File: config.mk
export PLATFORM = sky130hd
export DESIGN_NAME = shrink_gen
export DESIGN_NICKNAME = d
export VERILOG_FILES = /design/src/rtl/shrink_pkg.sv /design/src/rtl/shrink_lfsr.sv /design/src/rtl/shrink_decim.sv /design/src/rtl/shrink_gen.sv
export SDC_FILE = /design/constraint.sdc
export NUM_CORES = 1
export LEC_CHECK = 0
export ABC_CLOCK_PERIOD_IN_PS = 4120
export BUFFER_PORTS_ARGS = -buffer_cell sky130_fd_sc_hd__buf_2
export CORE_MARGIN = 5
export CORE_UTILIZATION = 40
export CTS_CLUSTER_DIAMETER = 40
export CTS_CLUSTER_SIZE = 28
export DETAILED_ROUTE_END_ITERATION = 8
export GPL_ROUTABILITY_DRIVEN = 0
export PLACE_DENSITY = 0.69
export SYNTH_ARGS = -nofsm -noshare
export SYNTH_HDL_FRONTEND = slang
export SYNTH_SLANG_ARGS = --single-unit
export TNS_END_PERCENT = 20
File: constraint.sdc
create_clock -name clk -period 4.12 [get_ports clk]
set_input_delay 0.824 -clock clk [delete_from_list [all_inputs] [get_ports clk]]
set_output_delay 0.824 -clock clk [all_outputs]
set_load 0.02 [all_outputs]
File: src/rtl/shrink_pkg.sv
package shrink_pkg;
  typedef struct packed {
    logic vld;
    logic val;
  } kept_bit_t;
endpackage

File: src/rtl/shrink_lfsr.sv
module shrink_lfsr #(
  parameter int          W    = 8,
  parameter logic [W-1:0] TAPS = 8'h1D,
  parameter logic [W-1:0] DFLT = 8'h01
) (
  input  logic         clk,
  input  logic         rst,
  input  logic         step,
  input  logic         load,
  input  logic [W-1:0] seed,
  output logic [W-1:0] state,
  output logic         lsb
);
  localparam logic [W-1:0] ZERO = '0;

  logic [W-1:0] nxt_shift;
  logic [W-1:0] seed_fix;
  logic         fb;

  assign fb       = ^(state & TAPS);
  assign seed_fix = (seed == ZERO) ? DFLT : seed;

  for (genvar i = 0; i < W; i++) begin : g_shift
    if (i == W - 1) begin : g_top
      assign nxt_shift[i] = fb;
    end else begin : g_mid
      assign nxt_shift[i] = state[i+1];
    end
  end

  always_ff @(posedge clk) begin
    if (rst)       state <= DFLT;
    else if (load) state <= seed_fix;
    else if (step) state <= nxt_shift;
  end

  assign lsb = state[0];
endmodule

File: src/rtl/shrink_decim.sv
module shrink_decim
  import shrink_pkg::*;
(
  input  logic      clk,
  input  logic      rst,
  input  logic      step,
  input  logic      load,
  input  logic      sel_bit,
  input  logic      dat_bit,
  output kept_bit_t kept
);
  always_ff @(posedge clk) begin
    if (rst) begin
      kept <= '0;
    end else begin
      kept.vld <= step && !load && sel_bit;
      if (step && !load && sel_bit) kept.val <= dat_bit;
    end
  end
endmodule

File: src/rtl/shrink_gen.sv
module shrink_gen
  import shrink_pkg::*;
#(
  parameter int               SEL_W    = 61,
  parameter int               DAT_W    = 67,
  parameter logic [SEL_W-1:0] SEL_TAPS = 61'h18003,
  parameter logic [DAT_W-1:0] DAT_TAPS = 67'h603,
  parameter logic [SEL_W-1:0] SEL_SEED = 61'h1A2B3C4D,
  parameter logic [DAT_W-1:0] DAT_SEED = 67'h5E6F7081
) (
  input  logic             clk,
  input  logic             rst,
  input  logic             en,
  input  logic             seed_ld,
  input  logic [SEL_W-1:0] seed_sel,
  input  logic [DAT_W-1:0] seed_dat,
  output logic             out_bit,
  output logic             out_vld
);
  logic [SEL_W-1:0] sel_q;
  logic [DAT_W-1:0] dat_q;
  logic             sel_lsb, dat_lsb;
  kept_bit_t        kept;

  shrink_lfsr #(.W(SEL_W), .TAPS(SEL_TAPS), .DFLT(SEL_SEED)) u_sel (
    .clk(clk), .rst(rst), .step(en), .load(seed_ld),
    .seed(seed_sel), .state(sel_q), .lsb(sel_lsb)
  );

  shrink_lfsr #(.W(DAT_W), .TAPS(DAT_TAPS), .DFLT(DAT_SEED)) u_dat (
    .clk(clk), .rst(rst), .step(en), .load(seed_ld),
    .seed(seed_dat), .state(dat_q), .lsb(dat_lsb)
  );

  shrink_decim u_dec (
    .clk(clk), .rst(rst), .step(en), .load(seed_ld),
    .sel_bit(sel_lsb), .dat_bit(dat_lsb), .kept(kept)
  );

  assign out_bit = kept.val;
  assign out_vld = kept.vld;
endmodule

After elaboration in Yosys (flattened, before gate mapping)
Cells that the tools add are included.
Widths: inputs -> output; s select.
{"block": "word_totals", "inputBits": 132, "register_bits": 130, "elab_cells": 18}
{"block": "op_classes", "muxes": 6, "n_reduce_logical": 8}
{"operator": "$mux 67", "count": 3}
{"operator": "$mux 61", "count": 3}
{"operator": "$logic_not 67->1", "count": 1}
{"operator": "$reduce_xor 67->1", "count": 1}
{"operator": "$logic_not 61->1", "count": 1}
{"operator": "$reduce_xor 61->1", "count": 1}
{"operator": "$logic_and 1x1->1", "count": 2}
{"operator": "$reduce_bool 2->1", "count": 1}
{"operator": "$logic_not 1->1", "count": 1}

Logic depth before layout (Yosys ltp)
{"block": "logic_depth", "ltp_word": 3, "ltp_mapped": 7, "mapped_depth_nobuf": 5}

Cells and area by module
From an unflattened synthesis, not the netlist that was laid out.
{"block": "hier_totals", "cells_unflattened": 730, "hier_area_um2": 6244.7}
{"module": "shrink_lfsr at u_dat", "n_inst": 1, "cells_each": 360, "seq_area_each_um2": 1341.3, "area_each_um2": 3176.8}
{"module": "shrink_lfsr at u_sel", "n_inst": 1, "cells_each": 363, "seq_area_each_um2": 1221.2, "area_each_um2": 2987.9}
{"module": "shrink_decim", "n_inst": 1, "cells_each": 7, "seq_area_each_um2": 40.0, "area_each_um2": 80.1}

Worst setup path before layout
OpenSTA, ideal clock, no wires.
{"block": "synth_timing", "kind": "in2reg", "start": "input port seed_sel[0]", "end": "register u_sel.state[11]", "required_time_ns": 4.051, "path_buffers": 1, "setup_time_ns": 0.069, "t_arrival_ns": 2.100, "path_slack_ns": 1.951, "cell_stages": 6, "path_cell_list": "nor4_1 > nand4_1 > or4_4 > nand3b_4 > buf_12 > a2bb2oi_2"}
{"block": "synth_via", "elab_chain_cells": 3}
{"element": "start, declared", "line": "shrink_gen.sv:15", "rtl": "input logic [SEL_W-1:0] seed_sel,"}
{"element": "$logic_not 61->1", "line": "shrink_lfsr.sv:21", "rtl": "assign seed_fix = (seed == ZERO) ? DFLT : seed;"}
{"element": "$mux 61", "line": "shrink_lfsr.sv:21"}
{"element": "$mux 61", "line": "shrink_lfsr.sv:33", "rtl": "else if (load) state <= seed_fix;"}
{"element": "end signal, assigned", "line": "shrink_lfsr.sv:33"}
{"element": "end signal, assigned", "line": "shrink_lfsr.sv:34", "rtl": "else if (step) state <= nxt_shift;"}
{"element": "end, declared", "line": "shrink_lfsr.sv:11", "rtl": "output logic [W-1:0] state,"}
No other way between the ends.
A chain may end at the register's enable or synchronous reset.

Worst setup path in the final report
{"block": "layout_timing", "start": "input port seed_dat[7]", "end": "register u_dat.state[30]"}
{"block": "layout_via", "elab_chain_cells": 3}
{"element": "start, declared", "line": "shrink_gen.sv:16", "rtl": "input logic [DAT_W-1:0] seed_dat,"}
{"element": "$logic_not 67->1", "line": "shrink_lfsr.sv:21"}
{"element": "$mux 67", "line": "shrink_lfsr.sv:21"}
{"element": "$mux 67", "line": "shrink_lfsr.sv:33"}
{"element": "end signal, assigned", "line": "shrink_lfsr.sv:33"}
{"element": "end signal, assigned", "line": "shrink_lfsr.sv:34"}
{"element": "end, declared", "line": "shrink_lfsr.sv:11"}
No other way between the ends.

==> reports/results.env <==
RUN_STATUS='completed'
FIN_UTIL_PCT=49.0
SYNTH.YOSYS.SEQ_AREA_SHARE_PCT=42.2
WORST_PIN_SLEW_NS=0.982
POSTSYNTHREGISTERBITS=130
CRIT_TOP_CELL='sky130_fd_sc_hd__nand4_1'
FMAXACHIEVABLE_MHz=395
REGTOREGSTARTPOINT='u_dat.state[9]'
CRIT_STARTPOINT='seed_dat[7]'
GRT_SETUP_UNREPAIRED='false'
VIAS_IN_THE_FIRST_GLOBAL_ROUTE=5173
FF2FF_PATH_DEPTH=5
NETLIST-CELL-TYPE-COUNT=24
IR_WORST_VDD_V=0.000285
SYNTHTOPCELLSBYAREA='sky130_fd_sc_hd__dfxtp_1 (42%), sky130_fd_sc_hd__mux2i_1 (20%), sky130_fd_sc_hd__nor2_1 (13%)'
DETAIL_ROUTE.WIRELENGTH_UM=15100
POWER.DENSITY_nW_PER_UM2=419
SYN-MEAN-INSTANCE-AREA_UM2=8.50
FINALMAXSLEWVIOLATIONS=0
MAX_CAP_VIOLATIONS=0
TIMING.HOLD.WORST_PATH_DEPTH=2
SLOWEST_DELAY_NS=0.62
WORST_SKEW_PAIR.LATE_LATENCY_NS=0.41
DRT.ANTENNA.VIOLATING_NETS=0
SYN-CELL-AREA_UM2=6170
DR_TOTAL_VIAS=5270
SETUP_TNS_NS=0
WORSTPATHARRIVAL_NS=2.86
REPORT.FINAL.SETUP_VIOL=0
FINALCLOCKSKEW_NS=0.00416
LAYOUT-DRIVE-GT1-SHARE_PCT=21.5
GRT_MAX_DEGREE=231
DRT_ITER0_DRC=246
POST-DP-HPWL_UM=10300
CRITICAL_PATH.STARTPOINT_TYPE='input pin'
LEAKAGE_uW=0.00333
LAYOUT.NETS=959
CTS_POST_SETUP_BUFFERS_INSERTED=0
WORST-R2R-SETUP-SLACK_NS=2.97
END_KIND='register'
FINALCRITPERIODSHARE_PCT=61.4
H-TREE-DEPTH=4
DRT-WIRELENGTH-PER-CELL_UM=14.7
PERIOD_MINUS_SLACK_NS=2.53
CRITICAL_PATH.CELL_CHAIN='buf_2 -> nor4_1 -> nand4_1 -> nor3_1 -> nand4_1 -> nand2_1'
CTS_MADE_BUFFERS=17
SYNTH_TOP_CELL_AREA_SHARE_PCT=42.2
CRIT_SLOWEST_CELL='sky130_fd_sc_hd__nor4_1'
GRT_FIRST_PASS_WIRELENGTH_UM=24500
MAX_SLEW_MARGIN_PCT=34.5
TIMING.HOLD.WORST.START='u_dec.kept[0]'
ANTENNA_VIOLATIONS_BEFORE_REPAIR=1
FLOW.AREA_GROWTH_FROM_SYNTHESIS_PCT=20.2
CTS.SINK_COUNT=130
SYNTH.NET_COUNT=858
AVGVIACOUNTPERCELL=5.14
SYN-INSTANCE-COUNT=726
CRITICAL_PATH_CLASS='input pin to register'
NETLIST.TOP_CELL.BY_AREA='sky130_fd_sc_hd__dfxtp_1'
WORST_R2R_ENDPOINT='u_dat.state[66]'
FLOORPLAN.CORE_AREA_UM2=15100
TRITONCTS='done'
PORT_BUFFERS=133
DESIGN.PORTCOUNT=134
GLOBALROUTETOTALUTIL_PCT=16.8
START_UTIL_PCT=40.8
DRC=0
DIE_WIDTH_UM=134
ANTENNADIODECOUNT=0
GRT_OVERFLOW=0
CTSROOTBUFFERMASTER='sky130_fd_sc_hd__clkbuf_16'
FP.DIEAREA_UM2=18000
NUMBER_OF_BUFFERS_ADDED_TO_FIX_HOLD_VIOLATIONS_AFTER_CTS=0
YOSYS_WARNINGS=0
WORST_HOLD_PATH_CLASS='register to register'
FINALHOLDVIOLATIONS=0
DRTPASS1ITERATIONS=4
CLOCK_TRANSITION_TIME_AT_THE_FLIP_FLOP_CLOCK_PINS_OF_THE_WORST_SETUP_AND_HOLD_PATHS_NS=0.05
MIN_TO='u_dec.kept[0]'
CTS_RESIZED=0
CTS_MAX_PATH_BUFFERS=2
WORST_PATH_REQUIRED_TIME_NS=4.45
CRITICAL_PATH.MAX_FANOUT=16
NUMBER_OF_STANDARD_CELL_ROWS_IN_THE_FLOORPLAN=45
DIE_H_UM=134
==> worst max-delay path: cells and delay by family <==
family | cells | cell delay (ns)
simple gates | 5 | 1.92
buf+inv | 1 | 0.11
==> kinds of logic (layout without fill, tap and decap cells) <==
| kind of cell | after synthesis | count (layout) | synth area share, % |
|---|---|---|---|
| buffers and inverters | 57 | 169 | 4.05 |
| DFF | 130 | 130 | 42.2 |
| muxes | 126 | 126 | 20.4 |
| xor gates and xnor gates | 6 | 6 | 0.851 |
| and+or+nand+nor | 277 | 277 | 19.3 |
| AOI/OAI and AO/OA | 130 | 130 | 13.2 |
==> per-layer routing <==
layer / global-route usage [%] / up-vias / part of all wire [%]
met5: 0 / - / 0.046
met2: 27.3 / 140 / 46
li1: - / 2736 / -
met1: 21.4 / 2375 / 46
met3: 4.76 / 17 / 6.1
met4: 6.45 / 2 / 2.1
==> cells in the mapped netlist <==
| library cell | instances |
|---|---|
| sky130_fd_sc_hd__nor4_2 | 2 |
| sky130_fd_sc_hd__a211oi_1 | 19 |
| sky130_fd_sc_hd__nor2b_1 | 2 |
| sky130_fd_sc_hd__and4_1 | 1 |
| sky130_fd_sc_hd__nand3b_4 | 1 |
| sky130_fd_sc_hd__nand3_1 | 1 |
| sky130_fd_sc_hd__a2bb2oi_2 | 10 |
| sky130_fd_sc_hd__mux2i_1 | 126 |
| sky130_fd_sc_hd__buf_12 | 1 |
| sky130_fd_sc_hd__nand2_1 | 17 |
| sky130_fd_sc_hd__nor4b_1 | 1 |
| sky130_fd_sc_hd__xnor2_1 | 6 |
| sky130_fd_sc_hd__dfxtp_1 | 130 |
| sky130_fd_sc_hd__clkbuf_1 | 38 |
| sky130_fd_sc_hd__buf_2 | 13 |
| sky130_fd_sc_hd__a21oi_1 | 96 |
| sky130_fd_sc_hd__or4_4 | 1 |
| sky130_fd_sc_hd__buf_4 | 1 |
| sky130_fd_sc_hd__nor3_1 | 4 |
| sky130_fd_sc_hd__nor2_1 | 212 |
| sky130_fd_sc_hd__nor4_1 | 28 |
| sky130_fd_sc_hd__buf_1 | 4 |
| sky130_fd_sc_hd__nand4_1 | 7 |
| sky130_fd_sc_hd__a2bb2oi_1 | 5 |
==> flip-flops by register name, indices dropped and copies added, names as in the netlist <==
signal and flops:
u_dec.kept 2, u_sel.state 61, u_dat.state 67
==> how the worst max path moves through the flow <==
stage,cells past startpoint,endpoint
after floorplan,6,u_sel.state[11]
after global placement,6,u_dat.state[30]
after detailed placement,6,u_dat.state[30]
after CTS,6,u_dat.state[30]
after global routing,6,u_dat.state[30]
final,6,u_dat.state[30]
==> stage by stage <==
step | hold WS [ns] | setup WS (ns) | cells | total power [uW] | cell area [um2]
finish | 0.501 | 1.59 | 1026 | 3110 | 7420
detailed placement | 0.513 | 1.12 | 996 | 1830 | 6910
floorplan | 0.463 | 1.95 | 726 | 1690 | 6170
global placement | 0.499 | 1.17 | 996 | 1820 | 6910
global route | 0.553 | 1.46 | 1026 | 3260 | 7420
CTS | 0.522 | 1.55 | 1026 | 3150 | 7420
==> area by class of cell <==
| type | count | area [um2] |
|---|---|---|
| Sequential cell | 130 | 2600 |
| Timing Repair Buffer | 139 | 751 |
| Clock inverter | 7 | 35.0 |
| Tap cell | 188 | 235 |
| Fill cell | 1441 | 7720 |
| Multi-Input combinational cell | 539 | 3320 |
| Clock buffer | 23 | 478 |
==> power by group <==
part / internal, uW / switching, uW
combinational: 192 / 224
sequential: 1340 / 44.7
clock: 801 / 508
==> placed cells by master (no fill, tap or decap), drive strengths merged <==
cell,n
a211oi,19
a21oi,96
a2bb2oi,15
and4,1
buf,139
clkbuf,23
clkinv,7
dfxtp,130
mux2i,126
nand2,17
nand3,1
nand3b,1
nand4,7
nor2,212
nor2b,2
nor3,4
nor4,30
nor4b,1
or4,1
xnor2,6
(Power assumes the default switching activity.)
